===== src/rtl/pwb_pkg.sv =====
package pwb_pkg;

  // State of the single-transfer memory sequencer.
  typedef enum logic [1:0] {
    PORT_IDLE  = 2'd0,
    PORT_WRITE = 2'd1,
    PORT_READ  = 2'd2
  } port_state_e;

endpackage


===== src/rtl/pwb_queue.sv =====
// Posted-write FIFO with a per-entry address comparator for read ordering.
module pwb_queue #(
  parameter int DEPTH = 2,
  parameter int AW    = 8,
  parameter int DW    = 32
) (
  input  logic          clk,
  input  logic          rst_n,
  input  logic          push,
  input  logic [AW-1:0] push_addr,
  input  logic [DW-1:0] push_data,
  input  logic          pop,
  input  logic [AW-1:0] probe_addr,
  output logic [AW-1:0] head_addr,
  output logic [DW-1:0] head_data,
  output logic          empty,
  output logic          full,
  output logic          full_next,
  output logic          probe_hit
);

  localparam int PW = (DEPTH > 1) ? $clog2(DEPTH) : 1;
  localparam int CW = $clog2(DEPTH + 1);
  localparam logic [PW-1:0] LAST_SLOT = PW'(DEPTH - 1);
  localparam logic [CW-1:0] CAPACITY  = CW'(DEPTH);

  logic [PW-1:0]    wr_ptr_q, wr_ptr_d;
  logic [PW-1:0]    rd_ptr_q, rd_ptr_d;
  logic [CW-1:0]    cnt_q, cnt_d;
  logic [DEPTH-1:0] vld_q, vld_d;
  logic [DEPTH-1:0] hit_vec;
  logic [AW-1:0]    addr_mem [DEPTH];
  logic [DW-1:0]    data_mem [DEPTH];

  function automatic logic [PW-1:0] bump(input logic [PW-1:0] p);
    return (p == LAST_SLOT) ? '0 : p + 1'b1;
  endfunction

  // Next-state
  always_comb begin
    wr_ptr_d = wr_ptr_q;
    rd_ptr_d = rd_ptr_q;
    vld_d    = vld_q;
    if (push) begin
      wr_ptr_d        = bump(wr_ptr_q);
      vld_d[wr_ptr_q] = 1'b1;
    end
    if (pop) begin
      rd_ptr_d        = bump(rd_ptr_q);
      vld_d[rd_ptr_q] = 1'b0;
    end
    cnt_d = cnt_q + CW'(push) - CW'(pop);
  end

  // Control registers
  always_ff @(posedge clk or negedge rst_n) begin
    if (!rst_n) begin
      wr_ptr_q <= '0;
      rd_ptr_q <= '0;
      cnt_q    <= '0;
      vld_q    <= '0;
    end else begin
      wr_ptr_q <= wr_ptr_d;
      rd_ptr_q <= rd_ptr_d;
      cnt_q    <= cnt_d;
      vld_q    <= vld_d;
    end
  end

  // Storage: one enabled register pair and one comparator per entry
  for (genvar g = 0; g < DEPTH; g++) begin : g_slot
    logic slot_en;
    assign slot_en = push && (wr_ptr_q == PW'(g));

    always_ff @(posedge clk) begin
      if (slot_en) begin
        addr_mem[g] <= push_addr;
        data_mem[g] <= push_data;
      end
    end

    assign hit_vec[g] = vld_q[g] && (addr_mem[g] == probe_addr);
  end

  assign head_addr = addr_mem[rd_ptr_q];
  assign head_data = data_mem[rd_ptr_q];
  assign empty     = (cnt_q == '0);
  assign full      = (cnt_q == CAPACITY);
  assign full_next = (cnt_d == CAPACITY);
  assign probe_hit = |hit_vec;

endmodule


===== src/rtl/pwb_port.sv =====
// Memory-side sequencer: one transfer at a time, reads take priority at launch.
module pwb_port
  import pwb_pkg::*;
#(
  parameter int AW = 8,
  parameter int DW = 32
) (
  input  logic          clk,
  input  logic          rst_n,
  input  logic          rd_go,
  input  logic [AW-1:0] rd_addr,
  input  logic          wr_go,
  input  logic [AW-1:0] wr_addr,
  input  logic [DW-1:0] wr_data,
  input  logic          mem_ack,
  output logic          mem_req,
  output logic          mem_we,
  output logic [AW-1:0] mem_addr,
  output logic [DW-1:0] mem_wdata,
  output logic          wr_done,
  output logic          rd_done
);

  port_state_e   state_q, state_d;
  logic          launch;
  logic [AW-1:0] addr_q;
  logic [DW-1:0] data_q;

  assign launch = (state_q == PORT_IDLE) && (rd_go || wr_go);

  // Next-state
  always_comb begin
    state_d = state_q;
    unique case (state_q)
      PORT_IDLE: begin
        if (rd_go)      state_d = PORT_READ;
        else if (wr_go) state_d = PORT_WRITE;
      end
      PORT_WRITE, PORT_READ: begin
        if (mem_ack) state_d = PORT_IDLE;
      end
      default: state_d = PORT_IDLE;
    endcase
  end

  always_ff @(posedge clk or negedge rst_n) begin
    if (!rst_n) state_q <= PORT_IDLE;
    else        state_q <= state_d;
  end

  // Transfer fields, loaded only at launch
  always_ff @(posedge clk) begin
    if (launch) begin
      addr_q <= rd_go ? rd_addr : wr_addr;
      data_q <= wr_data;
    end
  end

  assign mem_req   = (state_q != PORT_IDLE);
  assign mem_we    = (state_q == PORT_WRITE);
  assign mem_addr  = addr_q;
  assign mem_wdata = data_q;
  assign wr_done   = (state_q == PORT_WRITE) && mem_ack;
  assign rd_done   = (state_q == PORT_READ) && mem_ack;

endmodule


===== src/rtl/pwb_host.sv =====
// Processor-side acceptance, acknowledge pulse and write-permission flag.
module pwb_host #(
  parameter int DW = 32
) (
  input  logic          clk,
  input  logic          rst_n,
  input  logic          cpu_req,
  input  logic          cpu_write,
  input  logic          q_full,
  input  logic          q_full_next,
  input  logic          rd_hit,
  input  logic          rd_done,
  input  logic [DW-1:0] mem_rdata,
  output logic          push,
  output logic          rd_go,
  output logic          cpu_ready,
  output logic [DW-1:0] cpu_rdata,
  output logic          wr_open
);

  logic          ready_q, ready_d;
  logic          open_q, open_d;
  logic          fresh;
  logic [DW-1:0] rdata_q;

  // A held request is new only while its acknowledge is not on the bus.
  assign fresh  = cpu_req && !ready_q;
  assign push   = fresh && cpu_write && !q_full;
  assign rd_go  = fresh && !cpu_write && !rd_hit;

  // Next-state
  always_comb begin
    ready_d = push || rd_done;
    open_d  = !q_full_next;
  end

  always_ff @(posedge clk or negedge rst_n) begin
    if (!rst_n) begin
      ready_q <= 1'b0;
      open_q  <= 1'b1;
    end else begin
      ready_q <= ready_d;
      open_q  <= open_d;
    end
  end

  always_ff @(posedge clk) begin
    if (rd_done) rdata_q <= mem_rdata;
  end

  assign cpu_ready = ready_q;
  assign cpu_rdata = rdata_q;
  assign wr_open   = open_q;

endmodule


===== src/rtl/pwb_ctrl.sv =====
// Posted write buffer controller: top level.
module pwb_ctrl #(
  parameter int DEPTH = 2,
  parameter int AW    = 8,
  parameter int DW    = 32
) (
  input  logic          clk,
  input  logic          rst_n,
  input  logic          cpu_req,
  input  logic          cpu_write,
  input  logic [AW-1:0] cpu_addr,
  input  logic [DW-1:0] cpu_wdata,
  output logic          cpu_ready,
  output logic [DW-1:0] cpu_rdata,
  output logic          wr_open,
  output logic          mem_req,
  output logic          mem_we,
  output logic [AW-1:0] mem_addr,
  output logic [DW-1:0] mem_wdata,
  input  logic [DW-1:0] mem_rdata,
  input  logic          mem_ack
);

  logic          push, pop;
  logic          q_empty, q_full, q_full_next, rd_hit;
  logic [AW-1:0] head_addr;
  logic [DW-1:0] head_data;
  logic          rd_go, rd_done;

  pwb_queue #(
    .DEPTH(DEPTH), .AW(AW), .DW(DW)
  ) u_queue (
    .clk        (clk),
    .rst_n      (rst_n),
    .push       (push),
    .push_addr  (cpu_addr),
    .push_data  (cpu_wdata),
    .pop        (pop),
    .probe_addr (cpu_addr),
    .head_addr  (head_addr),
    .head_data  (head_data),
    .empty      (q_empty),
    .full       (q_full),
    .full_next  (q_full_next),
    .probe_hit  (rd_hit)
  );

  pwb_host #(
    .DW(DW)
  ) u_host (
    .clk         (clk),
    .rst_n       (rst_n),
    .cpu_req     (cpu_req),
    .cpu_write   (cpu_write),
    .q_full      (q_full),
    .q_full_next (q_full_next),
    .rd_hit      (rd_hit),
    .rd_done     (rd_done),
    .mem_rdata   (mem_rdata),
    .push        (push),
    .rd_go       (rd_go),
    .cpu_ready   (cpu_ready),
    .cpu_rdata   (cpu_rdata),
    .wr_open     (wr_open)
  );

  pwb_port #(
    .AW(AW), .DW(DW)
  ) u_port (
    .clk       (clk),
    .rst_n     (rst_n),
    .rd_go     (rd_go),
    .rd_addr   (cpu_addr),
    .wr_go     (!q_empty),
    .wr_addr   (head_addr),
    .wr_data   (head_data),
    .mem_ack   (mem_ack),
    .mem_req   (mem_req),
    .mem_we    (mem_we),
    .mem_addr  (mem_addr),
    .mem_wdata (mem_wdata),
    .wr_done   (pop),
    .rd_done   (rd_done)
  );

endmodule


===== config.mk =====
export PLATFORM = sky130hd
export DESIGN_NAME = pwb_ctrl
export DESIGN_NICKNAME = d
export VERILOG_FILES = /design/src/rtl/pwb_pkg.sv /design/src/rtl/pwb_queue.sv /design/src/rtl/pwb_port.sv /design/src/rtl/pwb_host.sv /design/src/rtl/pwb_ctrl.sv
export SDC_FILE = /design/constraint.sdc
export NUM_CORES = 1
export LEC_CHECK = 0
export CORE_ASPECT_RATIO = 0.9
export CORE_MARGIN = 8
export CORE_UTILIZATION = 40
export CTS_BUF_LIST = sky130_fd_sc_hd__clkbuf_4 sky130_fd_sc_hd__clkbuf_8
export DETAILED_ROUTE_END_ITERATION = 7
export GPL_ROUTABILITY_DRIVEN = 0
export PLACE_DENSITY = 0.68
export SYNTH_ARGS = -nofsm -noshare
export SYNTH_HDL_FRONTEND = slang
export SYNTH_SLANG_ARGS = --single-unit

===== constraint.sdc =====
create_clock -name clk -period 6.1 [get_ports clk]
set_clock_uncertainty 0.15 [all_clocks]
set_input_delay 1.83 -clock clk [delete_from_list [all_inputs] [get_ports clk]]
set_output_delay 1.83 -clock clk [all_outputs]
set_load 0.005 [all_outputs]

After elaboration in Yosys (flattened, before gate mapping)
Memories as Yosys holds them, arrays and structs flattened. A register that Yosys moved wholly into a read port is not among the register bits.
Cells that the tools add are included.
- register bits: 50
- RAM bits: 80
- input bits: 77
- output and inout bits: 76
- memories kept: 2
- $add $sub $neg: 4
- order comparisons: 4
- equal/unequal tests: 8
- muxes and demuxes: 23
- bitwise logic cells: 4
- reductions and logical operators: 30
- memory list (name ; depth ; bits a word ; read ports ; clocked after Yosys merged registers in ; wr ports ; line ; RTL):
    u_queue.data_mem ; 2 ; 32 ; 1 ; 1 ; 1 ; pwb_queue.sv:33 ; logic [DW-1:0] data_mem [DEPTH];
    u_queue.addr_mem ; 2 ; 8 ; 3 ; 0 ; 1 ; pwb_queue.sv:32 ; logic [AW-1:0] addr_mem [DEPTH];
- operator list (operator ; count):
    32-bit 2-to-1 mux ; 1
    32-bit OR reduction ; 1
    8-bit equality test ; 2
    8-bit 2-to-1 mux ; 2
    1-bit logical AND ; 14
    1-bit 2-to-1 mux ; 12
    2-bit 2-to-1 mux ; 5
    8-bit OR reduction ; 1
    2-bit equality test (second input constant) ; 3
    1-bit logical NOT ; 6
    2-bit logical NOT ; 2
    1-bit by 2-bit less-than comparator with 1-bit output (second input constant) ; 2
    2-bit one-hot mux with 2 select lines ; 1
    2-bit OR reduction ; 2
    3-bit by 2-bit inequality test with 1-bit output (second input constant) ; 1
    1-bit adder (second input constant) ; 2
    2-bit by 1-bit adder with 2-bit output ; 1
    2-bit AND ; 1
    1-bit demux with 1-bit select ; 2
    2-bit by 1-bit equality test with 1-bit output (second input constant) ; 1
    1-bit >= comparator (second input constant) ; 2
    1-bit logical OR ; 2
    2-bit inequality test (second input constant) ; 1
    2-bit inverter ; 1
    5 further kinds ; 5

Depth between registers and ports, before layout
Gate-level depths: netlist of run 1.
- depth after elaboration: 9
- gate-level depth with buffers: 10
- gate-level depth less buffers: 10

By module
From an unflattened synthesis of run 1, not the netlist that was laid out.
- cells, all modules: 277
- area, all modules: 5903.2 um^2
- modules (own cells, without submodules) (module ; instances ; cells an instance ; area an instance (um^2) ; seq. area each (um^2)):
    pwb_queue ; 1 ; 171 ; 3359.5 ; 2552.4
    pwb_port ; 1 ; 67 ; 1496.4 ; 1251.2
    pwb_host ; 1 ; 38 ; 1043.5 ; 1012.2
    pwb_ctrl ; 1 ; 1 ; 3.8 ; 0.0

Worst setup path after synthesis of run 1
No wires, ideal clock.
- path type: input -> register
- from: input cpu_req
- to: memory u_queue.addr_mem[1][0] (enable)
- data arrival time: 3.866 ns
- path slack: 1.645 ns
- stages on the path: 3
- path buffers: 0
- cell sequence: and2b_1 > nand3_1 > nor2_1
- longest elaborated chain between the ends: 8
- elaborated cells between the ends (all ways): 12
- those cells by class: mux (6); reduce/logical (6)
- ends and longest elaborated chain (item ; line ; RTL):
    start: declaration ; pwb_ctrl.sv:9 ; input logic cpu_req,
    1-bit logical AND (*) ; pwb_host.sv:27 ; assign fresh = cpu_req && !ready_q;
    1-bit logical AND (*) (2 in a row) ; pwb_host.sv:28 ; assign push = fresh && cpu_write && !q_full;
    1-bit logical AND (*) ; pwb_queue.sv:73 ; assign slot_en = push && (wr_ptr_q == PW'(g));
    via u_queue.g_slot[1].slot_en ; pwb_queue.sv:72 ; logic slot_en;
    1-bit 2-to-1 mux (*) ; pwb_queue.sv:76 ; if (slot_en) begin
    1-bit 2-to-1 mux (implied by the code) (*) ; pwb_queue.sv:77 ; addr_mem[g] <= push_addr;
    8-bit OR reduction (no source line) ; -- ;
    1-bit 2-to-1 mux (no source line) ; -- ;
    end: declaration ; pwb_queue.sv:32 ;
Mark *: on every way through the listed nets, which the timed path passes. The rest lies on a longest branch.

Worst setup path after layout of run 1
- from: input cpu_addr[5]
- to: register u_port.data_q[19] (netlist: u_port.mem_wdata[19]), read port of u_queue.data_mem (enable)
- longest elaborated chain between the ends: 7
- elaborated cells between the ends (all ways): 9
- those cells by class: eq/ne (2); reduce/logical (7)
- ends and longest elaborated chain (item ; line ; RTL):
    start: declaration ; pwb_ctrl.sv:11 ; input logic [AW-1:0] cpu_addr,
    8-bit equality test ; pwb_queue.sv:82 ; assign hit_vec[g] = vld_q[g] && (addr_mem[g] == probe_addr);
    1-bit logical AND ; pwb_queue.sv:82 ;
    2-bit OR reduction (*) ; pwb_queue.sv:90 ; assign probe_hit = |hit_vec;
    1-bit logical NOT (*) ; pwb_host.sv:29 ; assign rd_go = fresh && !cpu_write && !rd_hit;
    1-bit logical AND (*) ; pwb_host.sv:29 ;
    1-bit logical OR (*) ; pwb_port.sv:29 ; assign launch = (state_q == PORT_IDLE) && (rd_go || wr_go);
    1-bit logical AND (*) ; pwb_port.sv:29 ;
    via u_port.launch ; pwb_port.sv:25 ; logic launch;
    end: declaration ; pwb_port.sv:27 ; logic [DW-1:0] data_q;
Marked as above.
A chain may end at the register's enable or synchronous reset.

==> flow_metrics.py, run 1 <==
metrics = {
    "worst_setup_path": {
        "slowest_delay_ns": 0.63,
        "critPathKind": "input pin to flop",
        "cp-start-kind": "input pin",
        "slowest_stage": "and4bb_1",
        "r2r_start": "u_queue.addr_mem[1][0]",
        "crit_arrival_ns": 4.17,
        "crit_chain": "clkdlybuf4s50_1, xor2_1, nor4_2, nand4_1, and4bb_1, o31a_2, buf_4",
        "crit_path_start": "cpu_addr[5]",
        "crit_path_end_kind": "flop",
        "crit_required_ns": 6.03,
        "path_max_fanout": 40,
    },
    "cts": {
        "cts_tree": "built",
        "clock_latency_ns": 0.44,
        "ctsResizeCount": 0,
        "clockBufferDepth": 2,
        "clkTransAtPathRegs_ns": 0.08,
        "h-tree-depth": 4,
        "cts_num_sinks": 162,
        "root_buffer": "clkbuf_8",
        "post_cts_buffers": 0,
        "cts_hold_buf": 0,
        "cts_buffers": 17,
    },
    "floorplan": {
        "fp.dieW_microns": 143.5,
        "die_area_sq_um": 18760,
        "die_y_microns": 130.7,
        "start_util": 0.4034,
        "io_pins": 153,
        "row_count": 42,
        "coreArea_sq_um": 14500,
    },
    "yosys": {
        "synth_area_sq_um": 5851,
        "synth_cells": 275,
        "ys_top_cells_by_area": "edfxtp_1 (78%), mux2_2 (7.9%), dfrtp_1 (3.8%), xnor2_1 (1.9%), mux2_4 (1.8%)",
        "ys_warn_count": 0,
        "syn_nets": 357,
        "yosysSeqAreaShare": 0.8231,
        "synth.distinct_cells": 28,
        "synth-seq-cells": 162,
        "synth_top_cell_by_area": "edfxtp_1",
        "synth.avg_cell_area_sq_um": 21.27,
        "synth.top_cell.area_share": 0.7802,
    },
    "drt": {
        "drc": 0,
        "wl_per_cell_microns": 18.74,
        "ant_nets": 0,
        "first_pass_iters": 4,
        "vias_per_cell": 4.618,
        "wl_mm": 12.22,
        "vias": 3011,
        "dr.first_iter.drc_count": 177,
    },
    "sta": {
        "relSlewSlack": 0.1519,
        "finalCritPeriodShare": 0.6954,
        "tns_ns": 0,
        "tightest_slew_ns": 1.271,
        "fmax_ghz": 0.2357,
        "fin_crit_ns": 4.242,
        "hold_violations": 0,
        "finalSetupViolations": 0,
        "rsz0062_at_grt": "false",
        "drv_slew": 0,
    },
    "cells_and_area": {
        "area_delta_synth_final_pct": 36.98,
        "layout-drive-gt1-share": 0.1894,
        "post-route-util": 0.5525,
        "final_cells": 652,
        "fillers": 1190,
        "nNetsFinal": 525,
        "diodes": 0,
    },
    "outcome": {
        "status": "finished clean",
    },
    "global_route": {
        "antenna_found_initial": 0,
        "grt_max_degree": 44,
        "overflow": 0,
        "gr-usage-all-layers": 0.1306,
        "grt_pass1_vias": 3269,
        "grt_pass1_wl_mm": 17.98,
    },
    "hold_path": {
        "hp-start": "u_queue.vld_q[0]",
        "hold_class": "flop to flop",
    },
    "power_and_ir_drop": {
        "p_leak_nw": 2.731,
        "vdd_drop_max_uv": 284.4,
        "powerDensity_nw_per_um2": 420.3,
        "p_total_mw": 3.368,
    },
    "place": {
        "portBuffers": 152,
        "dp_cells": 622,
        "hpwl_mm": 8.314,
    },
    "flow_run": {
        "drv_cap": 0,
    },
}
[per-stage QoR]
stage               setup WS [ns]  hold slack, ns  cell area [sq um]
finish                      1.858          0.3802               8014
global placement            1.481          0.3647               7625
CTS                         1.846          0.3919               8014
detailed placement          1.364          0.3740               7625
global route                1.726          0.3938               8014
floorplan                   1.645          0.3097               5851
[cells by family after synthesis]
group | synth area share
flops | 0.8231
mux | 0.09688
xor+xnor | 0.02994
simple gates | 0.01882
buf+inv | 0.01048
compound gates | 0.01005
fa+ha+maj | 0.01069
[per-layer routing]
layer / global-route usage / wire length (microns) / up-vias / part of all wire
met1: 0.1558 / 4994 / 1527 / 0.41
met3: 0.04758 / 753 / 12 / 0.062
met2: 0.2126 / 6298 / 75 / 0.52
met5: 0 / 0 / - / 0
met4: 0.05250 / 174 / 0 / 0.014
li1: - / - / 1397 / -
[flip-flops by register name, indices dropped and copies added (netlist names)]
register	flops
u_queue.vld_q	2
u_queue.data_mem	64
u_queue.cnt_q	2
u_queue.addr_mem	16
u_host.cpu_rdata	32
u_port.mem_wdata	32
u_port.state_q	2
u_queue.wr_ptr_q	1
u_port.mem_addr	8
u_queue.rd_ptr_q	1
u_host.wr_open	1
u_host.cpu_ready	1
[critical path: cells and delay by family]
| family | cells | cell delay (ns) |
|---|---|---|
| AND/OR/NAND/NOR | 3 | 0.79 |
| buffers and inverters | 2 | 1.07 |
| XOR/XNOR | 1 | 0.24 |
| AO/OA/AOI/OAI | 1 | 0.21 |
[Yosys cell counts]
cell	number
ha_1	5
nor3_1	2
dfrtp_1	9
edfxtp_1	152
nor4_2	1
a21oi_1	2
nor2_1	3
mux2_4	7
buf_6	1
nand2b_1	3
dfstp_2	1
and4bb_1	1
o31ai_1	1
nand2_1	4
inv_1	7
mux2_2	41
o21ai_0	1
nand3_1	2
and2b_1	1
xor2_1	7
xnor2_1	13
nand4_1	2
a32o_1	1
o31a_1	1
buf_1	1
buf_2	4
a22o_1	1
o22a_1	1
[report_power, final]
part	total [mW]	switching (mW)	internal (mW)
logic	0.877	0.355	0.522
clock network	0.770	0.364	0.406
registers	1.72	0.152	1.57
total	3.37	0.871	2.50
[layout make-up]
cell class,instances,area [sq um],area share
inverters,7,26.28,0.003279
well taps,198,247.7,0.03091
flip-flops and latches,162,4817,0.6011
repair buffers,155,1544,0.1927
multi-input cells,100,989.7,0.1235
clock buffers,19,249.0,0.03107
clock inverters,11,140.1,0.01749
[final timing paths]
| check | to | depth (start not counted) | slack (ns) |
|---|---|---|---|
| worst max-delay path | u_port.mem_wdata[19] | 7 | 1.86 |
| worst min-delay path | u_queue.vld_q[0] | 1 | 0.38 |
| worst max register to register | u_port.mem_wdata[19] | 6 | 3.45 |
| worst min register to register | u_queue.vld_q[0] | 1 | 0.38 |
| max in group asynchronous | u_host.wr_open | 1 | 3.89 |
| min in group asynchronous | u_queue.vld_q[1] | 1 | 1.56 |
[layout by cell type (no fill, tap or decap), drive strengths merged]
master	Yosys	layout
bufinv	0	3
nand3	2	2
clkinv	0	5
a22o	1	1
nand2b	3	3
o21ai	1	1
nor2	3	3
nor4	1	1
nor3	2	2
and2b	1	1
o31a	1	1
dfrtp	9	9
xnor2	13	13
dfstp	1	1
mux2	48	48
buf	6	3
nand2	4	4
inv	7	7
xor2	7	7
and4bb	1	1
clkbuf	0	19
o22a	1	1
o31ai	1	1
ha	5	5
clkdlybuf4s50	0	152
nand4	2	2
a32o	1	1
a21oi	2	2
clkinvlp	0	3
edfxtp	152	152
(Power assumes the default switching activity.)
==> inputs of run 2 (changes only) <==
clock period = 4.25 ns   (was 6.1 ns; I/O delays follow)
==> run 2 against run 1 <==
Net effect: clock power is 68% higher; final cell count grew 0.46%; core utilization grew 0.57 points; power is 49% higher; register-to-register slack worse by 1.6 ns; critical path depth is 1 lower; non-clock buffer count is 1 higher; first-iteration DRC count down 17%; critical path type unchanged; largest cell class unchanged; largest power group unchanged; highest routed layer unchanged.
==> flow_metrics.py, run 2 (synthesis gave the netlist of run 1 again) <==
metrics = {
    "cts": {
        "clockBufferDepth": 2,
        "ctsResizeCount": 0,
        "cts_tree": "built",
        "cts_num_sinks": 162,
        "h-tree-depth": 4,
        "cts_buffers": 17,
        "clock_latency_ns": 0.44,
        "root_buffer": "clkbuf_8",
        "cts_hold_buf": 0,
        "clkTransAtPathRegs_ns": 0.08,
        "post_cts_buffers": 0,
    },
    "place": {
        "portBuffers": 152,
        "hpwl_mm": 8.320,
        "post_dp_cell_area_sq_um": 7632,
    },
    "floorplan": {
        "die_area_sq_um": 18760,
        "io_pins": 153,
        "die_y_microns": 130.7,
        "start_util": 0.4034,
        "row_count": 42,
        "fp.dieW_microns": 143.5,
        "coreArea_sq_um": 14500,
    },
    "worst_setup_path": {
        "crit_required_ns": 4.16,
        "crit_path_end_kind": "flop",
        "reg2reg_to": "u_port.mem_wdata[0]",
        "r2r_start": "u_queue.addr_mem[1][0]",
        "crit_path_start": "cpu_addr[0]",
        "rrSetupSlack_ns": 1.81,
        "cp-start-kind": "input pin",
        "path_max_fanout": 40,
        "crit_arrival_ns": 3.36,
        "rr_worst_depth": 5,
        "endpoint": "u_port.mem_wdata[0]",
        "critPathKind": "input pin to flop",
    },
    "flow_run": {
        "drv_cap": 0,
    },
    "sta": {
        "fmax_ghz": 0.2899,
        "tns_ns": 0,
        "finalSetupViolations": 0,
        "rsz0062_at_grt": "false",
        "fin_crit_ns": 3.450,
        "relSlewSlack": 0.2614,
        "drv_slew": 0,
        "hold_violations": 0,
        "tightest_slew_ns": 1.108,
        "finalCritPeriodShare": 0.8117,
    },
    "global_route": {
        "gr-usage-all-layers": 0.1347,
        "met2_usage": 0.2240,
        "antenna_found_initial": 0,
        "grt_pass1_wl_mm": 18.50,
        "overflow": 0,
        "busiest_layer": "met2",
        "grt_pass1_vias": 3337,
        "global_route.usage.met1": 0.1593,
        "grt_util_met3": 0.04141,
        "grt_max_degree": 44,
    },
    "outcome": {
        "status": "finished clean",
    },
    "cells_and_area": {
        "diodes": 0,
        "final_area_sq_um": 8097,
        "nNetsFinal": 526,
        "largest_reg_flops": 64,
        "largest-register": "u_queue.data_mem",
        "area_delta_synth_final_pct": 38.39,
        "layout-drive-gt1-share": 0.1947,
        "final_cell_mix": "clkdlybuf4s50_1 (152), edfxtp_1 (152), mux2_2 (41)",
    },
    "drt": {
        "ant_nets": 0,
        "vias": 2996,
        "drc": 0,
        "wl_mm": 12.38,
        "wl_per_cell_microns": 18.90,
        "first_pass_iters": 4,
        "vias_per_cell": 4.574,
        "dr.first_iter.drc_count": 147,
    },
    "hold_path": {
        "hold_class": "flop to flop",
        "hp-start": "u_queue.vld_q[0]",
    },
    "power_and_ir_drop": {
        "vdd_drop_max_uv": 382.5,
        "powerDensity_nw_per_um2": 619.4,
        "p_leak_nw": 2.769,
    },
}
==> run 2: cell types whose count changed in the layout (fill, tap and decap cells not counted), sizes merged <==
cell / before / now
bufinv: 3 / 5
clkinv: 5 / 3
clkbuf: 19 / 17
buf: 3 / 4
inv: 7 / 11
==> run 2: how the worst min path moves through the flow <==
stage / slack, ns / depth (start not counted) / to
final: 0.37 / 1 / u_queue.vld_q[0]
after detailed placement: 0.36 / 1 / u_queue.vld_q[0]
after floorplan: 0.31 / 1 / u_queue.vld_q[0]
after global placement: 0.36 / 1 / u_queue.vld_q[0]
after CTS: 0.38 / 1 / u_queue.vld_q[0]
after global routing: 0.39 / 1 / u_queue.vld_q[0]
==> run 2: routing by layer <==
layer,vias to the layer above,share of wire
li1,1401,-
met1,1508,0.41
met3,14,0.053
met5,-,0
met4,0,0.016
met2,73,0.52
==> run 2: stage by stage <==
| step | utilization | worst slack (ns) | hold WS [ns] | power (mW) | instances |
|---|---|---|---|---|---|
| after floorplan | - | 0.3502 | 0.3097 | 3.002 | 275 |
| after global placement | 0.5262 | 0.3527 | 0.3563 | 3.765 | 623 |
| after detailed placement | 0.5262 | 0.3057 | 0.3551 | 3.802 | 623 |
| after CTS | 0.5582 | 0.7864 | 0.3773 | 5.101 | 655 |
| after global routing | 0.5582 | 0.6451 | 0.3866 | 5.266 | 655 |
| final | 0.5582 | 0.8001 | 0.3712 | 5.015 | 655 |
==> run 2: final cells by class <==
type | count | area, sq um
clock buffer | 17 | 234.0
timing repair buffer | 156 | 1551
tap | 198 | 247.7
inverter | 7 | 26.28
fill | 1159 | 6407
sequential | 162 | 4817
multi-input combinational | 100 | 989.7
clock inverter | 15 | 230.2
==> run 2: report_power, final <==
part | switching (mW) | internal [mW]
combinational | 0.509 | 0.744
sequential | 0.218 | 2.25
clock | 0.580 | 0.708
==> run 2: worst max-delay path, stage by stage <==
cell and delay [ns]:
clkdlybuf4s50_1 0.59, xor2_1 0.21, nor3_1 0.08, nand4_1 0.09
and4bb_1 0.21, o31a_2 0.87
==> inputs of run 3 (changes only) <==
PLACE_DENSITY = 0.7   (was 0.68)
clock period = 2.8 ns   (was 4.25 ns; I/O delays follow)
==> run 3 against run 2 <==
Net effect: critical path depth is 1 higher; die area unchanged; setup slack worse by 0.71 ns; first-iteration DRC count unchanged; sequential cell count unchanged; routed wire length grew 1.1%; largest power group unchanged.
==> flow_metrics.py, run 3 (synthesis gave the netlist of run 1 again) <==
metrics = {
    "global_route": {
        "grt_pass1_vias": 3254,
        "grt_pass1_wl_mm": 18.31,
        "gr-usage-all-layers": 0.1348,
        "overflow": 0,
        "antenna_found_initial": 0,
        "grt_max_degree": 33,
    },
    "sta": {
        "rsz0062_at_grt": "false",
        "drv_slew": 0,
        "fmax_ghz": 0.3693,
        "relSlewSlack": 0.6610,
        "finalCritPeriodShare": 0.9670,
        "fin_crit_ns": 2.708,
        "hold_violations": 0,
        "finalSetupViolations": 0,
        "tns_ns": 0,
        "whs_ns": 0.3681,
        "tightest_slew_ns": 0.5086,
    },
    "cells_and_area": {
        "largest_reg_flops": 64,
        "largest-register": "u_queue.data_mem",
        "diodes": 0,
        "final_area_sq_um": 8207,
        "area_delta_synth_final_pct": 40.27,
        "final_common_cell": "edfxtp_1",
        "nNetsFinal": 538,
        "fillers": 1152,
        "final_cell_mix": "edfxtp_1 (152), clkdlybuf4s50_1 (151), mux2_2 (41)",
        "layout-drive-gt1-share": 0.2158,
    },
    "power_and_ir_drop": {
        "p_leak_nw": 2.833,
        "p_total_mw": 7.509,
        "powerDensity_nw_per_um2": 915.0,
        "vdd_drop_max_uv": 515.1,
    },
    "cts": {
        "cts_tree": "built",
        "clock_latency_ns": 0.44,
        "h-tree-depth": 4,
        "clkTransAtPathRegs_ns": 0.08,
        "cts_buffers": 17,
        "clockBufferDepth": 2,
        "cts_num_sinks": 162,
        "root_buffer": "clkbuf_8",
        "cts_hold_buf": 0,
    },
    "drt": {
        "wl_per_cell_microns": 18.79,
        "vias": 3068,
        "drc": 0,
        "vias_per_cell": 4.607,
        "first_pass_iters": 4,
        "ant_nets": 0,
        "dr.first_iter.drc_count": 147,
        "wl_mm": 12.52,
    },
    "worst_setup_path": {
        "crit_path_end_kind": "flop",
        "rrSetupSlack_ns": 0.65,
        "crit_arrival_ns": 2.74,
        "cp-start-kind": "input pin",
        "r2r_start": "u_queue.addr_mem[0][7]",
        "path_max_fanout": 29,
        "crit_required_ns": 2.83,
        "critPathKind": "input pin to flop",
        "reg2reg_to": "u_port.mem_wdata[28]",
        "rr_worst_depth": 6,
    },
    "floorplan": {
        "start_util": 0.4034,
        "die_y_microns": 130.7,
        "row_count": 42,
        "coreArea_sq_um": 14500,
        "io_pins": 153,
        "fp.dieW_microns": 143.5,
        "die_area_sq_um": 18760,
    },
    "place": {
        "portBuffers": 152,
        "post_dp_cell_area_sq_um": 7790,
        "hpwl_mm": 9.045,
    },
    "flow_run": {
        "drv_cap": 0,
    },
    "hold_path": {
        "hp-start": "u_queue.vld_q[0]",
        "hold_class": "flop to flop",
        "whs_path_depth": 1,
        "min_to": "u_queue.vld_q[0]",
    },
    "outcome": {
        "status": "finished clean",
    },
}
[run 3: cell count changes in the layout (fill, tap and decap cells not counted), sizes merged]
cell / change
clkbuf: +2
clkdlybuf4s50: -1
buf: +12
dlymetal6s2s: +1
bufinv: -2
inv: -2
clkinv: +2
clkinvlp: -1
[run 3: area by class of cell]
type                       count  area (sq um)  share of cell area
multi-input combinational    100         989.7              0.1206
inverter                       7         26.28            0.003202
timing repair buffer         168          1719              0.2095
tap                          198         247.7             0.03019
clock inverter                12         157.7             0.01921
clock buffer                  19         249.0             0.03034
sequential                   162          4817              0.5870
[run 3: power by group]
group | total [mW] | internal, mW | switching (mW)
Sequential | 3.67 | 3.41 | 0.261
Clock | 1.72 | 0.901 | 0.817
Combinational | 2.12 | 1.24 | 0.878
Total | 7.51 | 5.55 | 1.96
[run 3: what timing repair did]
action | 4_1_cts | 5_1_grt
buffers inserted | 0 | 1
setup endpoints to repair | 1 | 1
resized for setup | 1 | 1
[run 3: how the worst max path moves through the flow]
stage	start	endpoint	slack, ns	cells past startpoint
finish	cpu_addr[7]	u_port.mem_wdata[28]	0.09	7
global route	cpu_addr[7]	u_port.mem_wdata[28]	0.03	7
CTS	u_port.state_q[0]	mem_req	0.02	4
detailed placement	cpu_addr[7]	u_port.mem_wdata[15]	-0.37	7
global placement	cpu_addr[7]	u_port.mem_wdata[16]	-0.26	7
floorplan	cpu_req	u_queue.addr_mem[1][0]	-0.66	3
[run 3: critical path: stages]
cell,delay [ns]
clkdlybuf4s50_1,0.50
xor2_1,0.21
nor4_2,0.32
nand4_1,0.13
and4bb_1,0.21
o31a_2,0.32
buf_12,0.18
[run 3: per-layer routing]
layer  part of all wire  track usage
met1               0.41       0.1596
met2               0.53       0.2232
met3              0.056      0.04976
met4             0.0072      0.04756
met5                  0            0
[run 3: metrics by stage]
stage                     utilization  std cells  setup WS, ns
after global routing           0.5658        666       0.02986
after detailed placement       0.5371        634       -0.3694
after global placement         0.5371        634       -0.2629
after floorplan                     -        275       -0.6648
after CTS                      0.5651        665       0.02323
final                          0.5658        666       0.09240
